## src/rtl/lta_pkg.sv

```systemverilog
package lta_pkg;

    typedef enum logic [1:0] {
        LN_00 = 2'b00,
        LN_01 = 2'b01,
        LN_10 = 2'b10,
        LN_11 = 2'b11
    } lp_line_t;

    typedef enum logic [3:0] {
        S_OWN_STOP,
        S_G_10A,
        S_G_00A,
        S_G_10B,
        S_G_BRIDGE,
        S_R_RETURN,
        S_RESYNC,
        S_IDLE,
        S_R_10A,
        S_R_00A,
        S_R_10B,
        S_R_SETTLE,
        S_T_BRIDGE,
        S_T_10
    } lta_state_t;

    typedef struct packed {
        logic     oe;
        lp_line_t line;
        logic     owner;
    } lta_drive_t;

    function automatic lta_drive_t drive_of(lta_state_t st);
        lta_drive_t d;
        d = '{oe: 1'b0, line: LN_11, owner: 1'b0};
        case (st)
            S_OWN_STOP: d = '{oe: 1'b1, line: LN_11, owner: 1'b1};
            S_G_10A:    d = '{oe: 1'b1, line: LN_10, owner: 1'b1};
            S_G_00A:    d = '{oe: 1'b1, line: LN_00, owner: 1'b1};
            S_G_10B:    d = '{oe: 1'b1, line: LN_10, owner: 1'b1};
            S_G_BRIDGE: d = '{oe: 1'b1, line: LN_00, owner: 1'b1};
            S_T_BRIDGE: d = '{oe: 1'b1, line: LN_00, owner: 1'b0};
            S_T_10:     d = '{oe: 1'b1, line: LN_10, owner: 1'b0};
            default:    d = '{oe: 1'b0, line: LN_11, owner: 1'b0};
        endcase
        return d;
    endfunction

    function automatic logic is_timed(lta_state_t st);
        return (st == S_R_10A) || (st == S_R_00A) ||
               (st == S_R_10B) || (st == S_R_RETURN);
    endfunction

endpackage

```

## src/rtl/lta_sync.sv

```systemverilog
module lta_sync #(
    parameter int          W       = 2,
    parameter int          STAGES  = 2,
    parameter logic [W-1:0] RST_VAL = '1
) (
    input  logic         clk,
    input  logic         rst,
    input  logic [W-1:0] d,
    output logic [W-1:0] q
);
    generate
        if (STAGES == 0) begin : g_pass
            assign q = d;
        end else begin : g_chain
            logic [W-1:0] stg [STAGES];
            for (genvar i = 0; i < STAGES; i++) begin : g_stage
                always_ff @(posedge clk) begin
                    if (rst) begin
                        stg[i] <= RST_VAL;
                    end else if (i == 0) begin
                        stg[i] <= d;
                    end else begin
                        stg[i] <= stg[(i == 0) ? 0 : i-1];
                    end
                end
            end
            assign q = stg[STAGES-1];
        end
    endgenerate
endmodule

```

## src/rtl/lta_timing.sv

```systemverilog
module lta_timing #(
    parameter int LPX_W   = 8,
    parameter int LPX_MIN = 13,
    parameter int DW      = LPX_W + 3
) (
    input  logic [LPX_W-1:0] cfg_lpx,
    input  logic [LPX_W:0]   cfg_sure,
    output logic [DW-1:0]    unit_len,
    output logic [DW-1:0]    settle_len,
    output logic [DW-1:0]    bridge_len,
    output logic [DW-1:0]    claim_len
);
    localparam logic [LPX_W-1:0] FLOOR = LPX_W'(LPX_MIN);

    logic [LPX_W-1:0] unit_e;
    logic [LPX_W:0]   unit_x;
    logic [LPX_W:0]   twice;
    logic [LPX_W:0]   settle_e;

    always_comb begin
        unit_e = (cfg_lpx < FLOOR) ? FLOOR : cfg_lpx;
        unit_x = {1'b0, unit_e};
        twice  = {unit_e, 1'b0};
        if (cfg_sure < unit_x) begin
            settle_e = unit_x;
        end else if (cfg_sure > twice) begin
            settle_e = twice;
        end else begin
            settle_e = cfg_sure;
        end
        unit_len   = DW'(unit_e);
        settle_len = DW'(settle_e);
        bridge_len = DW'({unit_e, 2'b00});
        claim_len  = DW'({unit_e, 2'b00}) + DW'(unit_e);
    end
endmodule

```

## src/rtl/lta_fsm.sv

```systemverilog
module lta_fsm
    import lta_pkg::*;
#(
    parameter int DW          = 11,
    parameter int TMO_W       = 16,
    parameter bit RESET_OWNER = 1'b1
) (
    input  logic             clk,
    input  logic             rst,
    input  logic             ta_req,
    input  lp_line_t         line,
    input  logic [DW-1:0]    unit_len,
    input  logic [DW-1:0]    settle_len,
    input  logic [DW-1:0]    bridge_len,
    input  logic [DW-1:0]    claim_len,
    input  logic [TMO_W-1:0] timeout,
    output lta_drive_t       drv,
    output logic             err
);
    localparam logic [DW-1:0]    ONE_D   = DW'(1);
    localparam logic [TMO_W:0]   ONE_T   = (TMO_W+1)'(1);
    localparam lta_state_t       ST_RST  = RESET_OWNER ? S_OWN_STOP : S_RESYNC;

    lta_state_t       st, nxt;
    logic [DW-1:0]    dwell, load_val;
    logic             load;
    logic [TMO_W-1:0] hold;
    logic [TMO_W:0]   hold_nx;
    lp_line_t         line_q;
    logic             timed, expire, done, err_n;

    always_comb begin
        timed   = is_timed(st);
        hold_nx = {1'b0, hold} + ONE_T;
        expire  = timed && (hold_nx >= {1'b0, timeout});
        done    = (dwell == '0);
        nxt      = st;
        load     = 1'b0;
        load_val = '0;
        err_n    = 1'b0;
        case (st)
            S_OWN_STOP: if (ta_req) begin
                nxt = S_G_10A; load = 1'b1; load_val = unit_len - ONE_D;
            end
            S_G_10A: if (done) begin
                nxt = S_G_00A; load = 1'b1; load_val = unit_len - ONE_D;
            end
            S_G_00A: if (done) begin
                nxt = S_G_10B; load = 1'b1; load_val = unit_len - ONE_D;
            end
            S_G_10B: if (done) begin
                nxt = S_G_BRIDGE; load = 1'b1; load_val = bridge_len - ONE_D;
            end
            S_G_BRIDGE: if (done) nxt = S_R_RETURN;
            S_R_RETURN: begin
                if (line == LN_11) nxt = S_IDLE;
                else if (expire) begin nxt = S_RESYNC; err_n = 1'b1; end
            end
            S_RESYNC: if (line == LN_11) nxt = S_IDLE;
            S_IDLE: begin
                if (line == LN_10) nxt = S_R_10A;
                else if (line != LN_11) nxt = S_RESYNC;
            end
            S_R_10A: begin
                if (line == LN_00) nxt = S_R_00A;
                else if (line == LN_11) nxt = S_IDLE;
                else if (line == LN_01) nxt = S_RESYNC;
                else if (expire) begin nxt = S_RESYNC; err_n = 1'b1; end
            end
            S_R_00A: begin
                if (line == LN_10) nxt = S_R_10B;
                else if (line == LN_11) nxt = S_IDLE;
                else if (line == LN_01) nxt = S_RESYNC;
                else if (expire) begin nxt = S_RESYNC; err_n = 1'b1; end
            end
            S_R_10B: begin
                if (line == LN_00) begin
                    nxt = S_R_SETTLE; load = 1'b1; load_val = settle_len - ONE_D;
                end
                else if (line == LN_11) nxt = S_IDLE;
                else if (line == LN_01) nxt = S_RESYNC;
                else if (expire) begin nxt = S_RESYNC; err_n = 1'b1; end
            end
            S_R_SETTLE: if (done) begin
                nxt = S_T_BRIDGE; load = 1'b1; load_val = claim_len - ONE_D;
            end
            S_T_BRIDGE: if (done) begin
                nxt = S_T_10; load = 1'b1; load_val = unit_len - ONE_D;
            end
            S_T_10: if (done) nxt = S_OWN_STOP;
            default: nxt = S_RESYNC;
        endcase
    end

    always_ff @(posedge clk) begin
        if (rst) begin
            st     <= ST_RST;
            dwell  <= '0;
            hold   <= '0;
            line_q <= LN_11;
            err    <= 1'b0;
        end else begin
            st     <= nxt;
            line_q <= line;
            err    <= err_n;
            if (load) dwell <= load_val;
            else if (!done) dwell <= dwell - ONE_D;
            if ((nxt != st) || (line != line_q)) hold <= '0;
            else if (timed && (hold != '1)) hold <= hold_nx[TMO_W-1:0];
        end
    end

    assign drv = drive_of(st);
endmodule

```

## src/rtl/lane_turnaround.sv

```systemverilog
module lane_turnaround
    import lta_pkg::*;
#(
    parameter int LPX_W       = 8,
    parameter int LPX_MIN     = 13,
    parameter int TMO_W       = 16,
    parameter int SYNC_STAGES = 2,
    parameter bit RESET_OWNER = 1'b1
) (
    input  logic             clk,
    input  logic             rst,
    input  logic [LPX_W-1:0] cfg_lpx,
    input  logic [LPX_W:0]   cfg_sure,
    input  logic [TMO_W-1:0] cfg_timeout,
    input  logic             ta_req,
    input  logic [1:0]       lp_in,
    output logic [1:0]       lp_out,
    output logic             lp_oe,
    output logic             owner,
    output logic             ta_err
);
    localparam int DW = LPX_W + 3;

    logic [1:0]    line_s;
    logic [DW-1:0] unit_len, settle_len, bridge_len, claim_len;
    lta_drive_t    drv;

    lta_sync #(.W(2), .STAGES(SYNC_STAGES), .RST_VAL(2'b11)) u_sync (
        .clk(clk), .rst(rst), .d(lp_in), .q(line_s)
    );

    lta_timing #(.LPX_W(LPX_W), .LPX_MIN(LPX_MIN), .DW(DW)) u_timing (
        .cfg_lpx(cfg_lpx), .cfg_sure(cfg_sure),
        .unit_len(unit_len), .settle_len(settle_len),
        .bridge_len(bridge_len), .claim_len(claim_len)
    );

    lta_fsm #(.DW(DW), .TMO_W(TMO_W), .RESET_OWNER(RESET_OWNER)) u_fsm (
        .clk(clk), .rst(rst), .ta_req(ta_req), .line(lp_line_t'(line_s)),
        .unit_len(unit_len), .settle_len(settle_len),
        .bridge_len(bridge_len), .claim_len(claim_len),
        .timeout(cfg_timeout), .drv(drv), .err(ta_err)
    );

    assign lp_out = drv.line;
    assign lp_oe  = drv.oe;
    assign owner  = drv.owner;
endmodule

```

## config.mk

```make
export PLATFORM = sky130hd
export DESIGN_NAME = lane_turnaround
export DESIGN_NICKNAME = d
export VERILOG_FILES = /design/src/rtl/lta_pkg.sv /design/src/rtl/lta_sync.sv /design/src/rtl/lta_timing.sv /design/src/rtl/lta_fsm.sv /design/src/rtl/lane_turnaround.sv
export SDC_FILE = /design/constraint.sdc
export NUM_CORES = 1
export LEC_CHECK = 0
export ABC_AREA = 1
export BUFFER_PORTS_ARGS = -buffer_cell sky130_fd_sc_hd__buf_2
export CELL_PAD_IN_SITES_DETAIL_PLACEMENT = 1
export CELL_PAD_IN_SITES_GLOBAL_PLACEMENT = 2
export CORE_ASPECT_RATIO = 0.7
export CORE_MARGIN = 2
export CORE_UTILIZATION = 36
export CTS_BUF_LIST = sky130_fd_sc_hd__clkbuf_4 sky130_fd_sc_hd__clkbuf_8
export DETAILED_ROUTE_END_ITERATION = 10
export GPL_ROUTABILITY_DRIVEN = 1
export HOLD_SLACK_MARGIN = 0.1
export MAX_ROUTING_LAYER = met4
export PLACE_DENSITY_LB_ADDON = 0.1
export SLEW_MARGIN = 10
export SYNTH_ARGS = -nofsm -noshare
export SYNTH_HDL_FRONTEND = slang
export SYNTH_SLANG_ARGS = --single-unit
```

## constraint.sdc

```tcl
create_clock -name clk -period 6.69 [get_ports clk]
set_clock_uncertainty 0.1 [all_clocks]
set_input_delay 0 -clock clk [delete_from_list [all_inputs] [get_ports clk]]
set_output_delay 0 -clock clk [all_outputs]
set_load 0.05 [all_outputs]
```

* Yosys cells after proc, flatten, opt, wreduce, memory -nomap -nowiden
Memory sizes are Yosys's and may differ from the RTL's.
Index checks and enable logic that the tools add are counted.
** Storage, ports and cells
- Register bits :: 34
- Memory bits (writable) :: 4
- Output and inout port bits :: 5
- Logic and storage cells :: 102
- Memories :: 1
** Memories
- u_sync.g_chain.stg :: depth 2, width 2, read ports 2, clocked after memory_dff 0, wr ports 2, line lta_sync.sv:15 : logic [W-1:0] stg [STAGES];
** Operators by class
- Add/subtract/negate cells :: 7
- Magnitude comparators :: 4
- Equal/unequal tests :: 21
- Mux-type cells :: 47
- Bitwise gates (word level) :: 2
- Reduce and logical (&&, ||, !) cells :: 15
** Operator list (number)
- $mux W11 :: 7
- $mux W4 :: 18
- $pmux W4 S14 :: 1
- $pmux W11 S5 :: 1
- $eq A4 B4 Y1 const B :: 6
- $sub A11 B1 Y11 const B :: 2
- $pmux W4 S5 :: 1
- $mux W9 :: 2
- $add A16 B1 Y17 const B :: 1
- $ge A17 B16 Y1 :: 1
- $eq A4 B3 Y1 const B :: 4
- $ne A16 B16 Y1 const B :: 1
- $mux W1 :: 12
- $add A10 B8 Y11 :: 1
- $logic_not A11 Y1 :: 1
- $sub A10 B1 Y11 const B :: 1
- $sub A9 B1 Y10 const B :: 1
- $gt A9 B9 Y1 :: 1
- $lt A9 B8 Y1 :: 1
- $sub A8 B1 Y9 const B :: 1
- $eq A4 B2 Y1 const B :: 2
- $lt A8 B4 Y1 const B :: 1
- $mux W8 :: 1
- $reduce_or A2 Y1 :: 4
- 16 further kinds :: 24

* Depth between registers and ports, before layout
- Word-level depth :: 13
- Gate-level depth with buffers :: 26
- Mapped depth without buffers :: 26

* Cells and area by module
From an unflattened synthesis, not the netlist that was laid out.
** Second synthesis, totals
- Cells, all modules :: 803
- Area, all modules :: 4967.3 µm²
** By module, submodules not included
- lta_fsm :: instances 1, cells an instance 600, area an instance 3748.6 µm²
- lta_timing :: instances 1, cells an instance 190, area an instance 1102.3 µm²
- lta_sync :: instances 1, cells an instance 13, area an instance 116.4 µm²

* Least setup slack after synthesis
Ideal clock, no wire load.
- Kind :: register to register
- Start point :: register u_fsm.hold[0]
- End point :: register u_fsm.hold[0]
- Setup time :: 73 ps
- Data arrival time :: 2933 ps
- Data required time :: 6517 ps
- Slack :: 3584 ps
- Stages on the path, launching flop included :: 25
- Buffers on the path :: 1
- Period minus slack after synthesis :: 3106 ps
- Path through :: dfxtp_1 nand4_1 nor3_1 nand2_1 nor3_1 nand2_1 nor2_1 xor2_1 ha_1 nand2_1 nor2_1 nand4_1 nand3_1 nor2_1 nand3_2 nand2_4 nand2_1 nand2_2 nand2_2 nand2_1 nand2_1 nor2_2 nand3_4 buf_6 nor3_2
** On the way
- Longest elaborated chain between the ends :: 11
** Ends and longest elaborated chain
- start, declared :: line lta_fsm.sv:27 : logic [TMO_W-1:0] hold;
- start signal, assigned :: line lta_fsm.sv:109 : else if (timed && (hold != '1)) hold <= hold_nx[TMO_W-1:0];
- $add A16 B1 Y17 * :: line lta_fsm.sv:34 : hold_nx = {1'b0, hold} + ONE_T;
- named net u_fsm.hold_nx[15] :: line lta_fsm.sv:28 : logic [TMO_W:0] hold_nx;
- $ge A17 B16 Y1 * :: line lta_fsm.sv:35 : expire = timed && (hold_nx >= {1'b0, timeout});
- $logic_and A1 B1 Y1 * :: line lta_fsm.sv:35
- $mux W4 *
- $mux W4 :: line lta_fsm.sv:81 : else if (line == LN_01) nxt = S_RESYNC;
- $mux W4 :: line lta_fsm.sv:72 : else if (line == LN_11) nxt = S_IDLE;
- $mux W4, on equally long branches :: line lta_fsm.sv:77, lta_fsm.sv:65, lta_fsm.sv:71
- $pmux W4 S14 * :: line lta_fsm.sv:41 : case (st)
- $ne A4 B4 Y1 * :: line lta_fsm.sv:108 : if ((nxt != st) || (line != line_q)) hold <= '0;
- $logic_or A1 B1 Y1 * :: line lta_fsm.sv:108
- $reduce_or A2 Y1 (no line) *
The timed path passes the listed nets; every way through them passes the cells marked *.
A chain may end at the register's enable or synchronous reset.

* Worst setup path in the final report
- Start point :: register u_fsm.hold[0]
- End point :: register u_fsm.hold[4]
Same word-level chain as after synthesis.

==> out/metrics.cfg <==
[run_status]
outcome=completed

[clock_network]
cts_sinks=38
post_cts_buffers=0
cts.path.max_buffers=2
cts_root_buf=clkbuf_8
clk_latency_ns=0.30
htreeDepth=2
clk_pin_slew_ns=0.09
cts_tree=built
cts_buffers=5

[worst_setup_path]
reg2reg_slack_ns=2.50
endpoint_kind=flop
crit_path_end=u_fsm.hold[4]
cp.arrival_ns=4.30
r2r_start=u_fsm.hold[0]
r2r_cells=21
crit_buf_inv=0
cpMostUsedCell=nand2_1
crit_path_max_incr_delay_ns=0.45
cp-startpoint=u_fsm.hold[0]
crit_required_ns=6.80
cp_max_fo=16
crit_chain=nand4_1, nor3_1, nand2_1, nor3_1, nand2_1, nor2_1, xor2_1, ha_1, nand2_1, nor2_1, nand4_1, nand3_1, nor2_1, nand3_2, nand2_4, nand3_1, nand2_1, nand3_1, nand2_1, nand3_2, nor3_1
worst_setup_path_start_kind=flop
cp.depth=21
reg2reg_to=u_fsm.hold[4]
critPathTopFamily=simple AND/OR/NAND/NOR gates
critPathSlowestCell=dfxtp_1
crit_type=flop to flop

[final_layout]
nNetsFinal=878
fin_area_um2=5170
n_antenna_cell=0
fillers=1722
fin_util_pct=41.3
drive_gt1_share_pct=14.1
synthToLayoutAreaGrowth_pct=11.2
final_common_cell=nand2_1
multi_input_area_um2=3340
regArea_um2=761
layout_common_cells=nand2_1, inv_1, nor2_1, ha_1, nand3_1
fin_cells=950

[grt]
grt_overflow=0
grt_max_degree=27
grt_usage_pct=23.4
grt_pass1_vias=4896
grt_pass1_wl_mm=25.3
antenna_found_initial=0

[detailed_routing]
wl_per_cell_um=16.0
wl_mm=15.2
vias_per_cell=5.15
drc=0
vias=4891
drtIter0Drc=227
firstDrtPassIters=5
drtAntennaViolNets=0

[sta]
timing.fmax_mhz=239
slew_headroom_pct=21.7
tightest_slew_ns=1.17
hold_viol=0
grt_setup_unrepaired=no
setup_tns_ns=0
final_max_slew_viol_count=0
setup_viol=0
period_needed_ns=4.19
period_share_pct=62.6
hold_ws_ns=0.262

[die]
core_um2=12500
start_util_pct=37.2
ioPinCount=43
dieArea_um2=13900
fp.dieW_um=140
die_h_um=99.1
std_cell_rows=34

[logic_synthesis]
ys_seq_elements=38
yosys.area.top_type=dfxtp_1
ys_seq_area_share_pct=16.4
syn_area_um2=4650
synth_edf_count=0
postSynthCellCount=741
synth_top_area_share_pct=16.4
avgSynthCellArea_um2=6.27
synth.area.top_cells=dfxtp_1, ha_1, nand2_1, inv_1, nor2_1
synthesis.nets=832
synthFlopType=dfxtp_1
async_flop_share_pct=0
ys_types=46
yosysWarnings=0

[power_and_ir_drop]
swShare_pct=48.6
seqPwrFrac_pct=26.2
p_switching_uw=540
p_leak_uw=0.00271
ir_drop_uv=162
p_int_uw=571
clockPowerShare_pct=18.8
p_comb_share_pct=55.0
power-per-cell-area_nw_per_um2=215

[flow_run]
drv_cap=0

[placement]
placed_cells=937
port_buffers=42
placed_cell_area_um2=5000
gp_congestion=0.874
dp_hpwl_mm=12.7

[hold_path]
hold_class=primary input to flop

## through the flow
step	power [µW]	worst slack, ns
floorplan	741	3.58
global placement	890	2.84
detailed placement	898	2.62
CTS	1110	2.56
global route	1220	2.10
finish	1110	2.50
## synth_stat cells (2+ instances only)
cell type	count
nand2_1	161
inv_1	121
nor2_1	74
ha_1	52
nand3_1	51
a21oi_1	42
o21ai_0	40
dfxtp_1	38
xor2_1	24
nor3_1	19
nor2_2	11
nor3_2	10
inv_2	8
nand2_2	7
nand4_1	7
nor2_4	6
mux2i_1	5
nand2_4	5
or2_2	5
nand3_2	4
nand3b_1	4
o22ai_1	4
a31oi_1	3
buf_4	3
clkbuf_1	3
nor4_1	3
o2111ai_1	3
o21ai_1	3
o221ai_1	3
xnor2_1	3
buf_6	2
o21a_1	2
or2_1	2
## state kept, by name (all words and copies together) (netlist names)
| signal | count |
|---|---|
| u_fsm.st | 4 |
| u_fsm.hold | 16 |
| u_sync.g_chain.stg | 4 |
| u_fsm.err | 1 |
| u_fsm.line_q | 2 |
| u_fsm.dwell | 11 |
## power by group through the flow
| stage | combinational, µW | clock, µW | sequential, µW |
|---|---|---|---|
| 6_report | 611 | 208 | 291 |
| 5_1_grt | 694 | 224 | 297 |
| 4_1_cts | 609 | 215 | 291 |
| 3_5_place_dp | 602 | 0 | 296 |
| 3_3_place_gp | 593 | 0 | 296 |
| 2_1_floorplan | 459 | 0 | 282 |
## worst reg2reg max path, stage by stage (launching register included)
cell and delay (ns):
dfxtp_1 0.45, nand4_1 0.16, nor3_1 0.26, nand2_1 0.16, nor3_1 0.42, nand2_1 0.11, nor2_1 0.14, xor2_1 0.24
ha_1 0.30, nand2_1 0.07, nor2_1 0.04, nand4_1 0.09, nand3_1 0.07, nor2_1 0.14, nand3_2 0.15, nand2_4 0.13
nand3_1 0.07, nand2_1 0.09, nand3_1 0.10, nand2_1 0.09, nand3_2 0.39, nor3_1 0.32
## worst min-delay path by stage
stage / from / endpoint / cells past startpoint
after floorplan: lp_in[0] / u_sync.g_chain.stg[0][0] / 1
after global placement: lp_in[0] / u_sync.g_chain.stg[0][0] / 2
after detailed placement: lp_in[1] / u_sync.g_chain.stg[0][1] / 2
after CTS: ta_req / u_fsm.dwell[0] / 5
after global routing: cfg_sure[0] / u_fsm.dwell[0] / 6
final: cfg_sure[0] / u_fsm.dwell[0] / 6
## layer usage
layer	track usage (%)	wire length [µm]	vias up
li1	-	-	2486
met1	36.1	8700	2321
met2	32.6	5820	79
met3	3.89	680	5
met4	2.08	38	0
met5	-	0	-
## cells by family after synthesis
family          after synthesis  synth area share (%)
simple gates                371                  38.2
buf+inv                     138                  11.8
compound gates              109                  13.1
fa+ha+maj                    53                  14.4
flops                        38                  16.4
xor+xnor                     27                  5.09
mux                           5                  1.08
## final cells by class
class                           count  area share, %
Multi-Input combinational cell    565           64.6
Sequential cell                    38           14.7
Inverter                          130           9.49
Timing Repair Buffer               47           5.04
Tap cell                          162           3.92
Clock buffer                        7           1.62
Clock inverter                      1          0.581
## what timing repair did
action                                 4_1_cts  5_1_grt
resized for setup                            0        0
hold buffers                                 5        0
endpoints found under the hold margin       11        0
(Power assumes the default switching activity.)
